==> config.mk <==
export PLATFORM = sky130hd
export DESIGN_NAME = poly4_scaler
export DESIGN_NICKNAME = d
export VERILOG_FILES = /design/src/rtl/poly4_pkg.sv /design/src/rtl/poly4_coef_store.sv /design/src/rtl/poly4_tap_select.sv /design/src/rtl/poly4_mac.sv /design/src/rtl/poly4_scaler.sv
export SDC_FILE = /design/constraint.sdc
export NUM_CORES = 2
export LEC_CHECK = 0
export ABC_CLOCK_PERIOD_IN_PS = 7100
export BUFFER_PORTS_ARGS = -buffer_cell sky130_fd_sc_hd__buf_2
export CORE_MARGIN = 4
export CORE_UTILIZATION = 40
export DETAILED_ROUTE_END_ITERATION = 6
export GPL_TIMING_DRIVEN = 0
export PLACE_DENSITY = 0.68
export SLEW_MARGIN = 10
export SYNTH_ARGS = -nofsm -noshare
export SYNTH_HDL_FRONTEND = slang
export SYNTH_HIERARCHICAL = 1
export SYNTH_SLANG_ARGS = --single-unit
export TNS_END_PERCENT = 1
==> constraint.sdc <==
create_clock -name clk -period 7.1 [get_ports clk]
set_clock_uncertainty 0.2 [all_clocks]
set_input_delay 0.71 -clock clk [delete_from_list [all_inputs] [get_ports clk]]
set_output_delay 0.71 -clock clk [all_outputs]
set_load 0.02 [all_outputs]
==> src/rtl/poly4_pkg.sv <==
package poly4_pkg;
  localparam int NTAPS = 4;

  typedef enum logic {
    BANK_VERT  = 1'b0,
    BANK_HORIZ = 1'b1
  } bank_e;
endpackage

==> src/rtl/poly4_coef_store.sv <==
module poly4_coef_store #(
  parameter int WORD_W = 32,
  parameter int NPH    = 33,
  parameter int ENT_W  = 6,
  parameter int PTR_W  = 6
) (
  input  logic              clk,
  input  logic              rst_n,
  input  logic              idx_we,
  input  logic              idx_horiz,
  input  logic              data_we,
  input  logic [WORD_W-1:0] data,
  input  logic              rd_bank,
  input  logic [ENT_W-1:0]  rd_entry,
  output logic [WORD_W-1:0] rd_word,
  output logic [PTR_W-1:0]  load_ptr
);
  import poly4_pkg::*;

  localparam logic [PTR_W-1:0] PTR_END = PTR_W'(NPH);

  logic [WORD_W-1:0] bank_q [2][NPH];
  bank_e             sel_q, sel_d;
  logic [PTR_W-1:0]  ptr_q, ptr_d;
  logic              wr_en;

  always_comb begin
    sel_d = sel_q;
    ptr_d = ptr_q;
    wr_en = 1'b0;
    if (idx_we) begin
      sel_d = idx_horiz ? BANK_HORIZ : BANK_VERT;
      ptr_d = '0;
    end else if (data_we && (ptr_q < PTR_END)) begin
      wr_en = 1'b1;
      ptr_d = ptr_q + 1'b1;
    end
  end

  always_ff @(posedge clk or negedge rst_n) begin
    if (!rst_n) begin
      sel_q <= BANK_VERT;
      ptr_q <= PTR_END;
    end else begin
      sel_q <= sel_d;
      ptr_q <= ptr_d;
    end
  end

  always_ff @(posedge clk or negedge rst_n) begin
    if (!rst_n) begin
      for (int b = 0; b < 2; b++)
        for (int e = 0; e < NPH; e++)
          bank_q[b][e] <= '0;
    end else if (wr_en) begin
      for (int b = 0; b < 2; b++)
        for (int e = 0; e < NPH; e++)
          if ((sel_q == bank_e'(b)) && (ptr_q == PTR_W'(e)))
            bank_q[b][e] <= data;
    end
  end

  assign rd_word  = bank_q[rd_bank][rd_entry];
  assign load_ptr = ptr_q;
endmodule

==> src/rtl/poly4_tap_select.sv <==
module poly4_tap_select #(
  parameter int TAP_W = 8,
  parameter int NTAPS = 4,
  parameter int PH_W  = 6,
  parameter int ENT_W = 6
) (
  input  logic [PH_W-1:0]              phase,
  input  logic [NTAPS*TAP_W-1:0]       word,
  output logic [ENT_W-1:0]             entry,
  output logic [NTAPS*(TAP_W+1)-1:0]   taps
);
  localparam int              HALF   = 2 ** (PH_W - 1);
  localparam logic [PH_W:0]   FULL   = {1'b1, {PH_W{1'b0}}};
  localparam logic [TAP_W-1:0] UNITY = {1'b1, {(TAP_W-1){1'b0}}};

  logic            mirror;
  logic [PH_W:0]   mirrored;

  assign mirror   = ({1'b0, phase} > (PH_W+1)'(HALF));
  assign mirrored = FULL - {1'b0, phase};
  assign entry    = mirror ? ENT_W'(mirrored) : ENT_W'(phase);

  for (genvar k = 0; k < NTAPS; k++) begin : g_tap
    logic [TAP_W-1:0]        fwd_b, rev_b, raw;
    logic signed [TAP_W:0]   dec;
    assign fwd_b = word[(NTAPS-1-k)*TAP_W +: TAP_W];
    assign rev_b = word[k*TAP_W +: TAP_W];
    assign raw   = mirror ? rev_b : fwd_b;
    assign dec   = (raw == UNITY) ? $signed({1'b0, raw}) : $signed({raw[TAP_W-1], raw});
    assign taps[k*(TAP_W+1) +: (TAP_W+1)] = dec;
  end
endmodule

==> src/rtl/poly4_mac.sv <==
module poly4_mac #(
  parameter int SAMP_W = 10,
  parameter int TAP_W  = 8,
  parameter int NTAPS  = 4
) (
  input  logic                        clk,
  input  logic                        rst_n,
  input  logic                        in_valid,
  input  logic [NTAPS*SAMP_W-1:0]     samples,
  input  logic [NTAPS*(TAP_W+1)-1:0]  taps,
  output logic                        out_valid,
  output logic [SAMP_W-1:0]           out_sample
);
  localparam int PROD_W = SAMP_W + TAP_W + 2;
  localparam int ACC_W  = PROD_W + $clog2(NTAPS);
  localparam int SHIFT  = TAP_W - 1;
  localparam logic signed [ACC_W-1:0] ROUND = ACC_W'(1) <<< (SHIFT - 1);
  localparam logic signed [ACC_W-1:0] MAXV  = ACC_W'((2 ** SAMP_W) - 1);

  logic signed [PROD_W-1:0] prod_d [NTAPS];
  logic signed [PROD_W-1:0] prod_q [NTAPS];
  logic                     v1_q;
  logic signed [ACC_W-1:0]  acc, scaled;
  logic [SAMP_W-1:0]        res_d;

  always_comb begin
    for (int k = 0; k < NTAPS; k++)
      prod_d[k] = PROD_W'($signed({1'b0, samples[k*SAMP_W +: SAMP_W]}) *
                          $signed(taps[k*(TAP_W+1) +: (TAP_W+1)]));
  end

  always_ff @(posedge clk or negedge rst_n) begin
    if (!rst_n) begin
      v1_q <= 1'b0;
      for (int k = 0; k < NTAPS; k++) prod_q[k] <= '0;
    end else begin
      v1_q <= in_valid;
      if (in_valid)
        for (int k = 0; k < NTAPS; k++) prod_q[k] <= prod_d[k];
    end
  end

  always_comb begin
    acc = '0;
    for (int k = 0; k < NTAPS; k++) acc = acc + ACC_W'(prod_q[k]);
    scaled = (acc + ROUND) >>> SHIFT;
    if (scaled < 0)         res_d = '0;
    else if (scaled > MAXV) res_d = {SAMP_W{1'b1}};
    else                    res_d = scaled[SAMP_W-1:0];
  end

  always_ff @(posedge clk or negedge rst_n) begin
    if (!rst_n) begin
      out_valid  <= 1'b0;
      out_sample <= '0;
    end else begin
      out_valid <= v1_q;
      if (v1_q) out_sample <= res_d;
    end
  end
endmodule

==> src/rtl/poly4_scaler.sv <==
module poly4_scaler #(
  parameter int SAMP_W = 10,
  parameter int TAP_W  = 8,
  parameter int PH_W   = 6
) (
  input  logic                                 clk,
  input  logic                                 rst_n,
  input  logic                                 cfg_idx_we,
  input  logic                                 cfg_idx_horiz,
  input  logic                                 cfg_data_we,
  input  logic [poly4_pkg::NTAPS*TAP_W-1:0]    cfg_data,
  input  logic                                 in_valid,
  input  logic                                 in_horiz,
  input  logic [PH_W-1:0]                      in_phase,
  input  logic [poly4_pkg::NTAPS*SAMP_W-1:0]   in_samples,
  output logic                                 out_valid,
  output logic [SAMP_W-1:0]                    out_sample
);
  import poly4_pkg::*;

  localparam int NPH    = 2 ** (PH_W - 1) + 1;
  localparam int ENT_W  = $clog2(NPH);
  localparam int PTR_W  = $clog2(NPH + 1);
  localparam int WORD_W = NTAPS * TAP_W;

  logic [ENT_W-1:0]              entry;
  logic [WORD_W-1:0]             word;
  logic [NTAPS*(TAP_W+1)-1:0]    taps;
  logic [PTR_W-1:0]              load_ptr;

  poly4_coef_store #(.WORD_W(WORD_W), .NPH(NPH), .ENT_W(ENT_W), .PTR_W(PTR_W)) u_store (
    .clk(clk), .rst_n(rst_n),
    .idx_we(cfg_idx_we), .idx_horiz(cfg_idx_horiz),
    .data_we(cfg_data_we), .data(cfg_data),
    .rd_bank(in_horiz), .rd_entry(entry), .rd_word(word),
    .load_ptr(load_ptr)
  );

  poly4_tap_select #(.TAP_W(TAP_W), .NTAPS(NTAPS), .PH_W(PH_W), .ENT_W(ENT_W)) u_sel (
    .phase(in_phase), .word(word), .entry(entry), .taps(taps)
  );

  poly4_mac #(.SAMP_W(SAMP_W), .TAP_W(TAP_W), .NTAPS(NTAPS)) u_mac (
    .clk(clk), .rst_n(rst_n), .in_valid(in_valid),
    .samples(in_samples), .taps(taps),
    .out_valid(out_valid), .out_sample(out_sample)
  );
endmodule

# Word level (Yosys, flattened, before mapping)
# Cells that the tools add are included.
# classes
addsub	6
multipliers	4
magnitude_cmp	6
n_eq_ne	36
muxes	22
bitwise	3
n_reduce_logical	135
# op_table
operator	count
$mux 1056	3
$bmux 32 s6	1
$reduce_and 2->1	66
$eq 6x5->1 const B	16
$mul 11x9->20	4
$logic_and 1x1->1	67
$mux 32	2
$eq 6x4->1 const B	8
$mux 9	4
$eq 8x8->1 const B	4
$mux 8	4
$eq 6x3->1 const B	4
$add 21x20->22	1
$add 22x20->22	1
$add 22x8->22 const B	1
$add 20x20->21	1
$mux 10	2
$mux 6	3
$gt 15x11->1 const B	1
$lt 15x1->1 const B	1
$eq 6x2->1 const B	2
$ge 7x7->1 const B	1
$not 6->7	1
$add 6x1->6 const B	1
other kinds (11)	13
# totals
reg_bits	2211
inputBits	85
word_cells	287

# Longest topological paths before layout
# logic_depth
word_depth	11
mapped_depth	38
depth_no_buf	33

# Hierarchy
# Netlist, hierarchy kept.
# by_module_without_submodules
mod	instances	cells_each	area_each_um2
poly4_coef_store	1	6360	96517.6
poly4_mac	1	1860	17332.9
poly4_tap_select	1	64	760.7

# Worst setup path before layout
# Ideal clock, no wire load.
# synth_path
kind	in2reg
start	in in_phase[0]
end	reg u_mac/prod_q[59] (netlist name)
setup_time_ns	0.071
arrival_time_ns	9.137
path_slack_ns	-2.308
cell_stages	34
n_path_buf	4
cell_sequence	inv_1 -> ha_1 -> or4b_4 -> nand2_8 -> mux2_2 -> buf_2 -> buf_4 -> buf_2 -> buf_1 -> mux4_2 -> nor2_1 -> nor2_1 -> o22ai_1 -> nor3_1 -> a211o_1 -> or4_1 -> o41ai_1 -> mux2i_1 -> nand2b_1 -> fa_1 -> fa_1 -> inv_1 -> fa_1 -> fa_1 -> fa_1 -> ha_1 -> a21oi_2 -> nor2b_1 -> o21a_1 -> o41ai_2 -> o211ai_1 -> o311a_1 -> or4_1 -> nand4_1
# synth_between
elab_chain_cells	10
word_cells_on_any_way	11
# synth_lines
item	line_no	text
start: declaration	poly4_scaler.sv:14	input logic [PH_W-1:0] in_phase,
$sub 1x6->6 / $gt 6x6->1 (equally long branches)	poly4_tap_select.sv:20, poly4_tap_select.sv:19	
$mux 6 (*)	poly4_tap_select.sv:21	assign entry = mirror ? ENT_W'(mirrored) : ENT_W'(phase);
named net entry[1]	poly4_scaler.sv:26	logic [ENT_W-1:0] entry;
$not 6->7 (not written as such) (*)	poly4_coef_store.sv:63	assign rd_word = bank_q[rd_bank][rd_entry];
$bmux 32 s6 (*)	poly4_coef_store.sv:63	
$mux 32 (not written as such) (*) (2 in series)	poly4_coef_store.sv:63	
named net word[11]	poly4_scaler.sv:27	logic [WORD_W-1:0] word;
$mux 8 (*)	poly4_tap_select.sv:28	assign raw = mirror ? rev_b : fwd_b;
$eq 8x8->1 (*)	poly4_tap_select.sv:29	assign dec = (raw == UNITY) ? $signed({1'b0, raw}) : $signed({raw[TAP_W-1], raw});
$mux 9 (*)	poly4_tap_select.sv:29	
named net taps[17]	poly4_scaler.sv:28	logic [NTAPS*(TAP_W+1)-1:0] taps;
$mul 11x9->20 (*)	poly4_mac.sv:28	prod_d[k] = PROD_W'($signed({1'b0, samples[k*SAMP_W +: SAMP_W]}) *
end: declaration	poly4_mac.sv:21	logic signed [PROD_W-1:0] prod_q [NTAPS];
# The timed path passes the listed nets; every way through them passes the cells marked *. The select of a mux whose other input is x is not followed.
# A chain may end at the register's enable or synchronous reset.

# Worst setup path after layout
# layout_path
start	in in_horiz
end	reg u_mac/prod_q[59] (netlist name)
# layout_between
elab_chain_cells	11
# layout_lines
item	line_no	text
start: declaration	poly4_scaler.sv:13	input logic in_horiz,
$not 1->2 (not written as such)	poly4_coef_store.sv:63	
$mux 1056 (not written as such) (3 in series)	poly4_coef_store.sv:63	
$bmux 32 s6	poly4_coef_store.sv:63	
$mux 32 (not written as such) (2 in series)	poly4_coef_store.sv:63	
named net word[18]	poly4_scaler.sv:27	
$mux 8	poly4_tap_select.sv:28	
$eq 8x8->1	poly4_tap_select.sv:29	
$mux 9	poly4_tap_select.sv:29	
named net taps[17]	poly4_scaler.sv:28	
$mul 11x9->20	poly4_mac.sv:28	
# The timed path passes the listed nets, and every way through them passes these cells. The select of a mux whose other input is x is not followed.

==> metrics <==
run status=finished with violations; failing checks=negative setup slack; Row Count=196; Core Region=285000 sq um; hold crit path type=primary input to flop; worst skew pair latency=980 ps; Die X=543 microns; WP data required=7650 ps; adder-cell area share of the yosys netlist=7.64%; first-pass GRT wire length=640 mm; Max Cap Viol=0; EDFF count, synth=0; Placed Cells=12100; Worst Reg2Reg Path Length in Cells=25; Antenna Violating Nets Remaining=0; port bufs=36; Slew @ Worst Pin=1480 ps; Clock Power Share=32.7%; Synth Flop Type=dfrtp_1; Setup TNS Final=-90040 ps; deepest clock path buffer count=4; mux cell area share after synthesis=32.1%; gpl congestion=1.04; sequential group share of total power=35.7%; area grow syn2layout=14.0%; num ports=96; Reg clk slew, reported paths=60 ps; Synth Area in XOR/XNOR=0.512%; most frequent cells in the layout=2209 x dfrtp_1, 2146 x mux2_2, 410 x clkbuf_1; Yosys reg bits=2211; Combinational Power Share=31.6%; DRT Pass-1 Iters=6; RSZ-0062 raised after global routing=true; total CTS buffers=233; leak pwr=0.0631 uW; WHS=77.9 ps; Switching Fraction=33.5%; final hold violation count=0; multi-input logic area=55500 sq um; Reg area=55300 sq um; Synth Area in Compound Gates=3.54%; Vias=79400; All-Layer GR Usage=31.2%; Synth Area in Simple Gates=3.88%; Power Dens Cells=295 nW/um^2; Die Ht=543 microns; final worst slack=-2410 ps; layout cell share with drive strength beyond 1=39.7%; commonest non-fill, non-tap cell in the layout=dfrtp_1; vias in the first global route=80400; min cycle time layout=9510 ps; CP endpoint kind=flop; Final nets=9246; CTS tree=built; crit share post-route=134%; initial drt markers=9368; post-synthesis cell count=8284; Psw=12900 uW; CTS Sinks=2211; wire length per cell=37.0 microns; Root Buffer=clkbuf_16; pin count of the biggest net entering global routing=161; Crit Path Max Fanout=10; Crit path top cell by count=buf_6; Layout fillers=25000; Overall Power=38600 uW; Via density=6.29; post-route insts no fill=12600; DP Wirelength=324 mm; warnings from Yosys=6; Post-route DRC=0; initial antenna violation count=54; Final setup violation count=58; Rel. slew slack=1.31%; Critical Path AT=10060 ps; worst hold stages=3; Int Pwr=25700 uW; Syn Nets=8908; longest individual stage delay on the worst path=560 ps; main combinational cell family by area after synthesis=multiplexers; global route overflow=0; synth unique cells=89; die footprint=295000 sq um; Syn Area/Cell=13.8 sq um; worst IR drop on VDD=0.471 mV; Initial Utilization=40.2%; cell with the largest stage delay on the worst path=fa_1; H-tree levels=4; Fmax achieved=105 MHz; synthesized area=115000 sq um; fin. max-slew vios=0; startpoint types=primary input; register area share after synthesis=48.3%; critical path class=primary input to flop; Routed WL=466 mm; Async S/R FF share, synth=100%
[area by class of cell]
type	instances	area share, %
Antenna cell	60	0.115
Multi-Input combinational cell	4982	42.5
Sequential cell	2211	42.3
Clock inverter	75	0.749
Inverter	372	1.07
Timing Repair Buffer	114	1.16
Clock buffer	337	5.24
Tap cell	3762	3.60
Buffer	708	3.25
[per-layer routing]
metal / vias to the layer above / part of all wire [%] / GRT usage, %
met3: 1650 / 13 / 13.1
met4: 30 / 9.6 / 24.7
met5: - / 0.097 / 0.227
li1: 30400 / - / -
met1: 42100 / 36 / 37.7
met2: 5287 / 41 / 43.6
[Yosys cell counts (all sizes together), types with 7 or more instances]
cell type,n,area share (%)
a2111oi,12,0.10
a211o,36,0.28
a211oi,26,0.17
a21o,28,0.18
a21oi,83,0.39
a221o,7,0.061
a221oi,15,0.11
a22oi,76,0.50
a311oi,9,0.069
a31oi,16,0.087
and2,144,0.79
buf,279,1.4
clkbuf,439,1.4
dfrtp,2209,48
fa,268,4.7
ha,271,3.0
inv,371,1.2
mux2,2182,22
mux2i,306,2.7
mux4,400,7.9
nand2,352,1.2
nand2b,45,0.25
nand3,55,0.24
nand3b,7,0.046
nand4,18,0.098
nor2,187,0.61
nor2b,37,0.20
nor3,24,0.11
o211ai,13,0.085
o21ai,66,0.29
o221a,10,0.098
o221ai,43,0.33
o22ai,66,0.36
o31ai,9,0.059
or2,9,0.049
or3,18,0.098
or4,10,0.065
xnor2,48,0.37
xor2,19,0.15
[power by group through the flow]
stage	Combinational (uW)	Clock [uW]	Sequential, uW
final	12200	12600	13800
after global routing	13300	13200	13800
after CTS	11900	12700	13800
after detailed placement	11400	0	14000
after global placement	11100	0	14000
after floorplan	7830	0	13900
[metrics by stage]
stage                     setup slack (ps)  cell area, sq um  util [%]
after global placement              -42220            120000      41.9
after CTS                            -2340            130000      45.7
final                                -2410            131000      45.8
after global routing                 -2410            131000      45.8
after floorplan                      -2130            115000         -
after detailed placement             -6040            121000      42.3
[registers in the layout, indices dropped and copies added (netlist names)]
| register | flops |
|---|---|
| u_mac/out_sample | 10 |
| u_mac/out_valid | 1 |
| u_mac/prod_q | 80 |
| u_mac/v1_q | 1 |
| u_store/bank_q | 2112 |
| u_store/load_ptr | 6 |
| u_store/sel_q | 1 |
[critical path: cells and delay by family]
kind / cells / cell delay, ps
compound gates: 7 / 1710
fa+ha+maj: 6 / 2700
buf+inv: 9 / 2640
simple gates: 7 / 1660
mux: 2 / 440
[worst paths after layout]
path	slack, ps	from	endpoint
min in group asynchronous	230	rst_n	u_mac/prod_q[65]
setup / recovery	-2410	in_horiz	u_mac/prod_q[59]
setup reg to reg	-1140	u_store/bank_q[425]	u_mac/prod_q[59]
hold reg to reg	290	u_store/bank_q[557]	u_store/bank_q[557]
hold / removal	80	in_samples[30]	u_mac/prod_q[0]
max in group asynchronous	2260	rst_n	u_store/bank_q[613]
[repair_timing]
| action | CTS | global route |
|---|---|---|
| endpoints found under the hold margin | 80 | 0 |
| resized for setup | 361 | 48 |
| endpoints found under the setup margin | 74 | 61 |
| pin swaps | 25 | 22 |
| setup buffers | 21 | 11 |
| hold buffers | 3 | 0 |
| gates cloned | 0 | 0 |
[kinds of logic (layout without fill, tap and decap cells)]
family / Yosys count / count (layout)
compound gates: 561 / 561
xor+xnor: 67 / 67
fa+ha+maj: 539 / 539
buf+inv: 1091 / 1606
flops: 2211 / 2211
mux: 2888 / 2888
other cells: 0 / 60
simple gates: 927 / 927
(Power assumes the default switching activity.)
